## config.mk

```make
export PLATFORM = sky130hd
export DESIGN_NAME = dmacfg_regfile
export DESIGN_NICKNAME = d
export VERILOG_FILES = /design/src/rtl/dmacfg_pkg.sv /design/src/rtl/dmacfg_decoder.sv /design/src/rtl/dmacfg_channel.sv /design/src/rtl/dmacfg_regfile.sv
export SDC_FILE = /design/constraint.sdc
export NUM_CORES = 2
export LEC_CHECK = 0
export ABC_AREA = 1
export ABC_CLOCK_PERIOD_IN_PS = 2290
export BUFFER_PORTS_ARGS = -buffer_cell sky130_fd_sc_hd__buf_2
export CORE_MARGIN = 2
export CORE_UTILIZATION = 31
export DETAILED_ROUTE_END_ITERATION = 8
export PLACE_DENSITY = 0.59
export SYNTH_ARGS = -nofsm -noshare
export SYNTH_HDL_FRONTEND = slang
export SYNTH_SLANG_ARGS = --single-unit
```

## constraint.sdc

```tcl
create_clock -name clk -period 2.29 [get_ports clk]
set_clock_uncertainty 0.15 [all_clocks]
set_input_delay 0.458 -clock clk [delete_from_list [all_inputs] [get_ports clk]]
set_output_delay 0.458 -clock clk [all_outputs]
set_load 0.02 [all_outputs]
```

## src/rtl/dmacfg_pkg.sv

```systemverilog
package dmacfg_pkg;

    localparam int ADDR_W = 24;
    localparam int CNT_W  = 16;
    localparam int IOP_W  = 16;

    typedef enum logic [3:0] {
        OP_SET_IOPORT = 4'h0,
        OP_SET_ADDR   = 4'h2,
        OP_GET_ADDR   = 4'h3,
        OP_SET_COUNT  = 4'h4,
        OP_GET_COUNT  = 4'h5,
        OP_SET_MODE   = 4'h7,
        OP_MASK       = 4'h9,
        OP_UNMASK     = 4'hA,
        OP_IDLE       = 4'hF
    } op_e;

    typedef struct packed {
        logic       rsv7;
        logic       wide;      // bit 6: 16-bit units
        logic [1:0] rsv54;
        logic       dir_read;  // bit 3: read transfer
        logic       start;     // bit 2: transfer enabled
        logic       rsv1;
        logic       io_target; // bit 0: I/O register target
    } mode_t;

    function automatic logic [1:0] operand_len(input logic [3:0] op);
        case (op)
            OP_SET_IOPORT: operand_len = 2'd2;
            OP_SET_ADDR:   operand_len = 2'd3;
            OP_GET_ADDR:   operand_len = 2'd3;
            OP_SET_COUNT:  operand_len = 2'd2;
            OP_GET_COUNT:  operand_len = 2'd2;
            OP_SET_MODE:   operand_len = 2'd1;
            default:       operand_len = 2'd0;
        endcase
    endfunction

    function automatic logic is_load_op(input logic [3:0] op);
        is_load_op = (op == OP_SET_IOPORT) || (op == OP_SET_ADDR) ||
                     (op == OP_SET_COUNT)  || (op == OP_SET_MODE);
    endfunction

    function automatic logic is_fetch_op(input logic [3:0] op);
        is_fetch_op = (op == OP_GET_ADDR) || (op == OP_GET_COUNT);
    endfunction

    function automatic logic [23:0] put_byte24(input logic [23:0] v,
                                               input logic [1:0] idx,
                                               input logic [7:0] b);
        logic [23:0] r;
        r = v;
        case (idx)
            2'd0:    r[7:0]   = b;
            2'd1:    r[15:8]  = b;
            2'd2:    r[23:16] = b;
            default: r = v;
        endcase
        return r;
    endfunction

    function automatic logic [15:0] put_byte16(input logic [15:0] v,
                                               input logic [1:0] idx,
                                               input logic [7:0] b);
        logic [15:0] r;
        r = v;
        case (idx)
            2'd0:    r[7:0]  = b;
            2'd1:    r[15:8] = b;
            default: r = v;
        endcase
        return r;
    endfunction

    function automatic logic [7:0] pick_byte24(input logic [23:0] v,
                                               input logic [1:0] idx);
        case (idx)
            2'd0:    pick_byte24 = v[7:0];
            2'd1:    pick_byte24 = v[15:8];
            2'd2:    pick_byte24 = v[23:16];
            default: pick_byte24 = 8'h00;
        endcase
    endfunction

endpackage

```

## src/rtl/dmacfg_decoder.sv

```systemverilog
module dmacfg_decoder
    import dmacfg_pkg::*;
#(
    parameter int NUM_CH = 8
) (
    input  logic              clk,
    input  logic              rst,
    input  logic              cmd_wr,
    input  logic              exec_wr,
    input  logic              exec_rd,
    input  logic [7:0]        wdata,
    output logic [3:0]        op_q,
    output logic [1:0]        ptr_q,
    output logic [NUM_CH-1:0] load_vec,
    output logic [NUM_CH-1:0] sel_vec,
    output logic [NUM_CH-1:0] mask_vec,
    output logic [NUM_CH-1:0] unmask_vec,
    output logic              fetch_ok
);
    logic [3:0] chan_q;
    logic       chan_ok;
    logic       in_range;
    logic       load_go;

    always_ff @(posedge clk) begin
        if (rst) begin
            op_q   <= OP_IDLE;
            chan_q <= 4'd0;
            ptr_q  <= 2'd0;
        end else if (cmd_wr) begin
            op_q   <= wdata[7:4];
            chan_q <= wdata[3:0];
            ptr_q  <= 2'd0;
        end else if ((exec_wr || exec_rd) && (ptr_q != 2'd3)) begin
            ptr_q  <= ptr_q + 2'd1;
        end
    end

    assign chan_ok  = int'(chan_q) < NUM_CH;
    assign in_range = ptr_q < operand_len(op_q);
    assign load_go  = exec_wr && !cmd_wr && chan_ok && in_range && is_load_op(op_q);
    assign fetch_ok = chan_ok && in_range && is_fetch_op(op_q);

    for (genvar g = 0; g < NUM_CH; g++) begin : g_sel
        assign sel_vec[g]    = chan_ok && (chan_q == 4'(g));
        assign load_vec[g]   = load_go && sel_vec[g];
        assign mask_vec[g]   = cmd_wr && (wdata[7:4] == OP_MASK)   && (wdata[3:0] == 4'(g));
        assign unmask_vec[g] = cmd_wr && (wdata[7:4] == OP_UNMASK) && (wdata[3:0] == 4'(g));
    end

    // the byte pointer restarts after every command write
    assert_ptr_restart_R7: assert property (@(posedge clk) disable iff (rst)
        cmd_wr |=> (ptr_q == 2'd0));

endmodule

```

## src/rtl/dmacfg_channel.sv

```systemverilog
module dmacfg_channel
    import dmacfg_pkg::*;
(
    input  logic                clk,
    input  logic                rst,
    input  logic                load,
    input  logic [3:0]          op,
    input  logic [1:0]          byte_idx,
    input  logic [7:0]          wdata,
    input  logic                mask_set,
    input  logic                mask_clr,
    input  logic                strobe,
    output logic [ADDR_W-1:0]   addr_q,
    output logic [CNT_W-1:0]    count_q,
    output logic [IOP_W-1:0]    ioport_q,
    output mode_t               mode_q,
    output logic                enabled,
    output logic                tc_q
);
    logic masked_q;
    logic step;
    logic wr_addr, wr_cnt, wr_iop, wr_mode;
    logic [ADDR_W-1:0] addr_inc;

    assign enabled  = !masked_q && mode_q.start;
    assign step     = strobe && enabled;
    assign wr_iop   = load && (op == OP_SET_IOPORT);
    assign wr_addr  = load && (op == OP_SET_ADDR);
    assign wr_cnt   = load && (op == OP_SET_COUNT);
    assign wr_mode  = load && (op == OP_SET_MODE);
    assign addr_inc = mode_q.wide ? ADDR_W'(2) : ADDR_W'(1);

    always_ff @(posedge clk) begin
        if (rst) begin
            addr_q   <= '0;
            count_q  <= '0;
            ioport_q <= '0;
            mode_q   <= '0;
            masked_q <= 1'b1;
            tc_q     <= 1'b0;
        end else begin
            tc_q <= step && (count_q == '0);

            if (wr_addr)   addr_q <= put_byte24(addr_q, byte_idx, wdata);
            else if (step) addr_q <= addr_q + addr_inc;

            if (wr_cnt)    count_q <= put_byte16(count_q, byte_idx, wdata);
            else if (step) count_q <= count_q - CNT_W'(1);

            if (wr_iop)  ioport_q <= put_byte16(ioport_q, byte_idx, wdata);
            if (wr_mode) mode_q   <= mode_t'(wdata);

            if (step && (count_q == '0)) masked_q <= 1'b1;
            else if (mask_set)           masked_q <= 1'b1;
            else if (mask_clr)           masked_q <= 1'b0;
        end
    end

    // terminal count leaves the channel masked
    assert_tc_masks_R10: assert property (@(posedge clk) disable iff (rst)
        tc_q |-> (masked_q && !enabled));

    // terminal count lasts one cycle
    assert_tc_single_R10: assert property (@(posedge clk) disable iff (rst)
        tc_q |=> !tc_q);

    // with no strobe and no load, address and count hold
    assert_idle_hold_R9: assert property (@(posedge clk) disable iff (rst)
        (!strobe && !load) |=> ($stable(addr_q) && $stable(count_q)));

    // an accepted strobe decrements the count by one
    assert_step_count_R9: assert property (@(posedge clk) disable iff (rst)
        (strobe && enabled && !load) |=> (count_q == $past(count_q) - 16'd1));

endmodule

```

## src/rtl/dmacfg_regfile.sv

```systemverilog
module dmacfg_regfile
    import dmacfg_pkg::*;
#(
    parameter int NUM_CH = 8,
    localparam int CH_W  = (NUM_CH > 1) ? $clog2(NUM_CH) : 1
) (
    input  logic                  clk,
    input  logic                  rst,
    input  logic                  cmd_wr,
    input  logic                  exec_wr,
    input  logic                  exec_rd,
    input  logic [7:0]            wdata,
    output logic [7:0]            rdata,
    input  logic                  xfer_strobe,
    input  logic [CH_W-1:0]       xfer_chan,
    output logic [NUM_CH-1:0]     chan_enable,
    output logic [NUM_CH*8-1:0]   chan_mode,
    output logic [NUM_CH*16-1:0]  chan_ioport,
    output logic [NUM_CH-1:0]     chan_tc
);
    logic [3:0]        op_q;
    logic [1:0]        ptr_q;
    logic [NUM_CH-1:0] load_vec, sel_vec, mask_vec, unmask_vec, stb_vec;
    logic              fetch_ok;
    logic [ADDR_W-1:0] addr_arr  [NUM_CH];
    logic [CNT_W-1:0]  count_arr [NUM_CH];
    mode_t             mode_arr  [NUM_CH];
    logic [IOP_W-1:0]  iop_arr   [NUM_CH];

    dmacfg_decoder #(.NUM_CH(NUM_CH)) u_dec (
        .clk        (clk),
        .rst        (rst),
        .cmd_wr     (cmd_wr),
        .exec_wr    (exec_wr),
        .exec_rd    (exec_rd),
        .wdata      (wdata),
        .op_q       (op_q),
        .ptr_q      (ptr_q),
        .load_vec   (load_vec),
        .sel_vec    (sel_vec),
        .mask_vec   (mask_vec),
        .unmask_vec (unmask_vec),
        .fetch_ok   (fetch_ok)
    );

    for (genvar g = 0; g < NUM_CH; g++) begin : g_ch
        assign stb_vec[g] = xfer_strobe && (xfer_chan == CH_W'(g));

        dmacfg_channel u_ch (
            .clk      (clk),
            .rst      (rst),
            .load     (load_vec[g]),
            .op       (op_q),
            .byte_idx (ptr_q),
            .wdata    (wdata),
            .mask_set (mask_vec[g]),
            .mask_clr (unmask_vec[g]),
            .strobe   (stb_vec[g]),
            .addr_q   (addr_arr[g]),
            .count_q  (count_arr[g]),
            .ioport_q (iop_arr[g]),
            .mode_q   (mode_arr[g]),
            .enabled  (chan_enable[g]),
            .tc_q     (chan_tc[g])
        );

        assign chan_mode[g*8 +: 8]    = mode_arr[g];
        assign chan_ioport[g*16 +: 16] = iop_arr[g];
    end

    // Read-back: OR of the selected channel's fields (sel_vec is one-hot or zero)
    logic [ADDR_W-1:0] addr_pick;
    logic [CNT_W-1:0]  cnt_pick;
    logic [7:0]        byte_pick;

    always_comb begin
        addr_pick = '0;
        cnt_pick  = '0;
        for (int c = 0; c < NUM_CH; c++) begin
            if (sel_vec[c]) begin
                addr_pick = addr_pick | addr_arr[c];
                cnt_pick  = cnt_pick  | count_arr[c];
            end
        end
        if (op_q == OP_GET_ADDR) byte_pick = pick_byte24(addr_pick, ptr_q);
        else                     byte_pick = pick_byte24({8'h00, cnt_pick}, ptr_q);
        rdata = (exec_rd && fetch_ok) ? byte_pick : 8'h00;
    end

    // at most one channel is the target of the execute port
    assert_single_target_R1: assert property (@(posedge clk) disable iff (rst)
        $onehot0(sel_vec) && $onehot0(load_vec));

endmodule

```

# Word-level counts from Yosys, hierarchy flattened
# Cells that the tools add are included.
# Widths: inputs -> output; s select.
# totals
in_bits,17
ff_bits,538
word_cells,515
# classes
n_reduce_logical,216
eq_ne,71
n_addsub,17
bitwise,14
mux,64
magnitude_cmp,2
# ops
op,n
$mux 24,24
$mux 16,24
$add 24x24->24,8
$or 24x24->24,7
$logic_not 16->1,8
$sub 16x1->16 const B,8
$or 16x16->16,7
$reduce_and 2->1,56
$logic_and 1x1->1,106
$ne 2x2->1 const B,41
$eq 4x3->1 const B,11
$mux 8,5
$reduce_bool 2->1,16
$reduce_or 3->1,9
$eq 4x2->1 const B,6
$pmux 8 s3,1
$mux 2,8
$pmux 8 s2,1
$eq 3x3->1 const B,4
$logic_not 4->1,3
$logic_not 1->1,9
$eq 4x1->1 const B,2
$eq 4x4->1 const B,2
$eq 3x2->1 const B,2
11 further kinds,16

# Depth between registers and ports, before layout
# depth
depth_word,20
depth_mapped,15
mapped_depth_nobuf,15

# By module
# From an unflattened synthesis, not the netlist that was laid out.
# unflattened
hier_cells,5404
area_unflattened_um2,33188.1
# modules_own_cells
module,n_inst,area_each_um2,seq_area_each_um2,cells_per_inst
dmacfg_channel,8,3708.6,1321.3,577
dmacfg_regfile,1,2735.1,0.0,656
dmacfg_decoder,1,784.5,200.2,132

# Worst setup path before layout
# No wires, ideal clock.
# synth_timing
path_type,register to output
start,register u_dec.op_q[0]
end,output rdata[0]
t_required_ps,1682
t_arrival_ps,2169
path_slack_ps,-487
stages_incl_launch_ff,10
path_cell_list,dfxtp_1 -> inv_1 -> nor4_1 -> nor2_1 -> ha_1 -> nand2_1 -> nand2_2 -> nor3_1 -> nand2_1 -> a21oi_1
# synth_between
elab_chain_len,8
# synth_lines
item,line_no,text
"start, declared",dmacfg_decoder.sv:12,"output logic [3:0] op_q,"
"start signal, assigned",dmacfg_decoder.sv:31,op_q <= wdata[7:4];
$eq 4x3->1 (tied with other cells),"dmacfg_pkg.sv:30, dmacfg_pkg.sv:47",
$reduce_or 3->1 (no line) / $reduce_or 2->1 (equally long branches),n/a,
$pmux 2 s3,dmacfg_pkg.sv:30,case (op)
$lt 2x2->1,dmacfg_decoder.sv:40,assign in_range = ptr_q < operand_len(op_q);
$logic_and 1x1->1 (2 in a row),dmacfg_decoder.sv:42,assign fetch_ok = chan_ok && in_range && is_fetch_op(op_q);
$logic_and 1x1->1,dmacfg_regfile.sv:87,rdata = (exec_rd && fetch_ok) ? byte_pick : 8'h00;
$mux 8 *,dmacfg_regfile.sv:87,
"end, declared",dmacfg_regfile.sv:13,"output logic [7:0] rdata,"
# Mark *: on every way between the ends. The rest lies on a longest branch, timed or not.

# Worst setup path after layout
# layout_timing
start,register u_dec.chan_q[2]
end,output rdata[1]
# layout_between
elab_chain_len,20
# layout_lines
item,line_no,text
"start, declared",dmacfg_decoder.sv:20,logic [3:0] chan_q;
"start signal, assigned",dmacfg_decoder.sv:32,chan_q <= wdata[3:0];
$lt 4x4->1 / $logic_not 4->1 (equally long branches),"dmacfg_decoder.sv:39, dmacfg_decoder.sv:45",
$logic_and 1x1->1,dmacfg_decoder.sv:45,assign sel_vec[g] = chan_ok && (chan_q == 4'(g));
$mux 24 / $mux 16 (equally long branches),dmacfg_regfile.sv:80,if (sel_vec[c]) begin
$or 24x24->24 / $or 16x16->16 (equally long branches),"dmacfg_regfile.sv:81, dmacfg_regfile.sv:82",
$mux 24 / $mux 16 (equally long branches),dmacfg_regfile.sv:80,
$or 24x24->24 / $or 16x16->16 (equally long branches),"dmacfg_regfile.sv:81, dmacfg_regfile.sv:82",
$mux 24 / $mux 16 (equally long branches),dmacfg_regfile.sv:80,
$or 24x24->24 / $or 16x16->16 (equally long branches),"dmacfg_regfile.sv:81, dmacfg_regfile.sv:82",
[... 4 more ...],n/a,
$mux 24 / $mux 16 (equally long branches),dmacfg_regfile.sv:80,
$or 24x24->24 / $or 16x16->16 (equally long branches),"dmacfg_regfile.sv:81, dmacfg_regfile.sv:82",
$mux 24 / $mux 16 (equally long branches),dmacfg_regfile.sv:80,
$or 24x24->24 / $or 16x16->16 (equally long branches),"dmacfg_regfile.sv:81, dmacfg_regfile.sv:82",
$mux 24 / $mux 16 (equally long branches),dmacfg_regfile.sv:80,
$pmux 8 s3 / $pmux 8 s2 (equally long branches),dmacfg_pkg.sv:79,case (idx)
$mux 8,dmacfg_regfile.sv:85,"if (op_q == OP_GET_ADDR) byte_pick = pick_byte24(addr_pick, ptr_q);"
$mux 8 *,dmacfg_regfile.sv:87,
# Marked as above.

==> run summary <==
Across all setup checks in the final design, the least slack found is -0.9562 ns. The endpoint required time on the critical path is about 1.7 ns. The cell count after synthesis came out at 5832. The final cell count without fillers came out at 8151. The net count of the finished layout is between 6000 and 7000.

The hold path startpoint is wdata[4]. The final weighted congestion of routability-driven global placement is 0.9887. Max-cap violations in this run came to 0.

Measured on the finished design, the core utilization comes to approximately 45%. The global-route total usage across every layer came out at 26.25%. The post-route clock period utilization came out at 141.8%.

The count of nets left with antenna violations once routing finished came out at 0. The root buffer cell is clkbuf_16. The total of buffers placed on input and output ports came out at ~230. The flop-to-flop setup slack came out at -0.48 ns. The slowest stage of the critical path belongs to the cell dfxtp_2.

The maximum fanout along the worst path came out at 21. The placed cell count came out at 7888. The most common cell type on the critical path is nand2_1. The first routing iteration left around 4200 violations. The number of warning messages in the yosys log came out at 0. The tree built by TritonCTS fans out to between 500 and 600 sinks. The peak ir drop on the vdd network came out at 0.4232 mV. The worst register-to-register path ends at g_ch[0].u_ch.count_q[3]$_SDFFE_PP0P_.

Summed over all layers, the global routing overflow is 0. The count of cell types in the netlist is just over 40. The level count of the clock H-tree is 3. The placed wire-length estimate after detailed placement is around 120 mm. The arrival time reported for the critical path endpoint came out at 2.64 ns. The path with the worst hold slack has its endpoint at u_dec.op_q[0]$_SDFFE_PP1P_. The maximum buffer depth of the clock tree came out at 3.

The ratio of total power to cell area came out at roughly 430 nW/µm². The count of final hold-check violations is 0. The final route contains approximately 42000 vias. The horizontal die dimension is 339.9 µm. The initial antenna violation count is 7. The fraction of layout instances using a drive strength above 1 came out at approximately 28%. Setup repair after global routing could not meet its margin everywhere. The checks that failed: setup timing. For this design the static power due to leakage is roughly 25 nW. The cell area after layout came out at 50620 µm².

The worst hold path passes through 3 cells. The type of the setup path with the least slack is reg -> out. Traced cell by cell, the critical path runs through inv_1, nor2_4, nand2_1, buf_8, o22ai_1, nor2_1, nand2_1, nand2_1, nand3_1, nand2_1, a21oi_4, buf_6. Averaged over all synthesized cells, the footprint is 5.997 µm². The library cell used most frequently in the layout, excluding fill and tap cells, is nand2_1. The synthesized flop and latch total is approximately 540. The cell row count came out at 123. The die footprint came out at about 120000 µm². The via count of the first global-routing pass came to roughly 38000. The worst setup path is launched from a flip-flop. The run finished, with violations left. The startpoint identified for the worst register-to-register timing path is u_dec.op_q[0]$_SDFFE_PP1P_. Pin placement for this block handled 233 I/O pins.

The post-synthesis to final-layout area growth is 44.74%. The starting density of the core is between 30% and 40%. The category of the worst setup path capture point is an output pin. Counting every net in the synthesized netlist gives roughly 6000. The clock transition at the registers of the reported paths is roughly 0.070 ns. Measured in cells, the most critical reg-to-reg path has a length of 16. The average vias per placed instance is 5.168. The tightest min-delay check is of the in -> reg type. The library cells used most frequently in the layout, excluding fill and tap cells, are nand2_1, nor2_1, inv_1, dfxtp_1, buf_4. The worst-skew pair later-pin latency is roughly 0.63 ns.

The highest clock rate came out at between 0.3 and 0.4 GHz. TritonCTS built the clock tree. The headroom to the max-slew limit is 57.45%.

Dividing the detail-routed wire length by the instance count gives ~20 µm. The post-placement cell area came out at between 40000 and 50000 µm². The number of search-and-repair iterations in the first detailed-routing pass is 9. The number of max-slew violations in the final report came out at 0.

In this design, the stage delay of the slowest critical-path cell is 0.35 ns. The post-detailed-routing wire length is between 150 and 200 mm. The core area is 112200 µm².

The setup slack at placement is -0.6832 ns. On the final layout, the worst hold slack is 0.07669 ns. The kind of cell with the highest combined delay on the critical path is simple AND/OR/NAND/NOR gates.

The sequential share of the synthesized area is 30.80%. The measured slew at the worst slew-check pin is 0.6383 ns. The global-route wire length before repair came out at ~240 mm.

The sum of buffers and inverters on the critical path is 3. For this run, design rule violations remaining after detail routing come to 0. The number of clock buffers added by TritonCTS is 66. The final-report setup violation count is 524. The vertical extent of the die came out at 339.9 µm. The maximum number of pins on one net before global-route repair is between 80 and 90. The post-route minimum period came out at 3.246 ns. The cell area that synthesis handed to floorplanning was approximately 35000 µm².
-- Yosys cell counts (all sizes together) --
cell type,number,area (µm²)
nand2,1570,5928
nor2,1072,4040
inv,743,2789
dfxtp,538,10770
nand3,530,2770
o21ai,303,1516
a21oi,229,1146
xor2,170,1489
clkbuf,155,581.8
o22ai,146,913.4
nand4,128,1226
buf,96,631.9
nor3,80,400.4
ha,29,362.9
fa,8,160.2
nand3b,7,52.55
nor4,5,31.28
o31ai,4,30.03
a31oi,3,18.77
nor3b,3,22.52
o2111ai,3,26.28
clkinv,2,7.510
or2,2,12.51
a211oi,1,7.510
a221oi,1,8.760
a22oi,1,7.510
and3,1,6.260
o211ai,1,7.510
xnor2,1,8.760
-- where the power goes --
group	internal (mW)	switching, mW
Sequential	9.37	0.0156
Clock	6.44	4.59
Combinational	0.354	0.923
Total	16.2	5.53
-- kinds of logic (layout without fill, tap and decap cells) --
logic type / Yosys count / after routing / share of synthesized area (%)
adder cells (fa/ha/maj): 37 / 37 / 1.495
AO/OA/AOI/OAI: 692 / 692 / 10.53
other: 0 / 4 / 0
AND/OR/NAND/NOR: 3398 / 3413 / 41.43
XOR/XNOR: 171 / 171 / 4.282
buffers and inverters: 996 / 1796 / 11.47
flip-flops: 538 / 538 / 30.80
-- metal layers --
layer	global-route usage (%)	vias up	wire, µm
met4	9.541	6	6796
met5	0	-	36
li1	-	20140	-
met3	4.541	342	15910
met2	41.30	1958	71350
met1	35.89	19670	67830
-- stage by stage --
stage / TNS (ns) / total power [mW]
finish: -159.41 / 21.69
global route: -220.86 / 22.19
CTS: -151.24 / 21.74
detailed placement: -136.59 / 10.68
global placement: -109.78 / 10.67
floorplan: -0.5630 / 10.10
-- how the worst max path moves through the flow --
| stage | from | endpoint | cells past startpoint |
|---|---|---|---|
| finish | u_dec.chan_q[2]$_SDFFE_PP0P_ | rdata[1] | 12 |
| global route | u_dec.chan_q[0]$_SDFFE_PP0P_ | rdata[2] | 13 |
| CTS | u_dec.chan_q[2]$_SDFFE_PP0P_ | rdata[2] | 14 |
| detailed placement | u_dec.chan_q[2]$_SDFFE_PP0P_ | rdata[2] | 12 |
| global placement | u_dec.chan_q[2]$_SDFFE_PP0P_ | rdata[2] | 12 |
| floorplan | u_dec.op_q[1]$_SDFFE_PP1P_ | rdata[0] | 8 |
-- worst register-to-register path, cell delays in order, from the launching register on --
cell and delay [ns]:
dfxtp_2 0.35, inv_2 0.05, nor4_4 0.29, nor2_1 0.09, ha_2 0.34, nand2_2 0.06
nand2_4 0.10, nor2_8 0.06, buf_12 0.14, buf_12 0.14, buf_12 0.14, nand3_4 0.10
clkinvlp_4 0.27, nand2_2 0.19, nand2_1 0.06, nor2_1 0.11, nor2_1 0.05
-- layout make-up --
type / instances / area [µm²]
tap: 1500 / 1877
clock inverter: 29 / 357.8
fill: 11360 / 61570
antenna: 4 / 10.01
clock buffer: 90 / 1864
sequential: 538 / 10780
inverter: 745 / 3097
timing repair buffer: 932 / 8736
multi-input combinational: 4313 / 23900
-- state kept, by name (all words and copies together) (netlist names) --
name                flops
g_ch.u_ch.count_q     128
u_dec.op_q              4
g_ch.u_ch.tc_q          8
u_dec.chan_q            4
g_ch.u_ch.ioport_q    128
u_dec.ptr_q             2
g_ch.u_ch.masked_q      8
g_ch.u_ch.addr_q      192
g_ch.u_ch.mode_q       64
-- what timing repair did --
action / 4_1_cts / 5_1_grt
pin swaps: 185 / 283
setup endpoints to repair: 525 / 527
gates cloned: 23 / 17
gates resized for setup: 507 / 711
hold endpoints to repair: 1 / 0
buffers inserted: 56 / 55
hold buffers: 1 / 0
(Power assumes the default switching activity.)
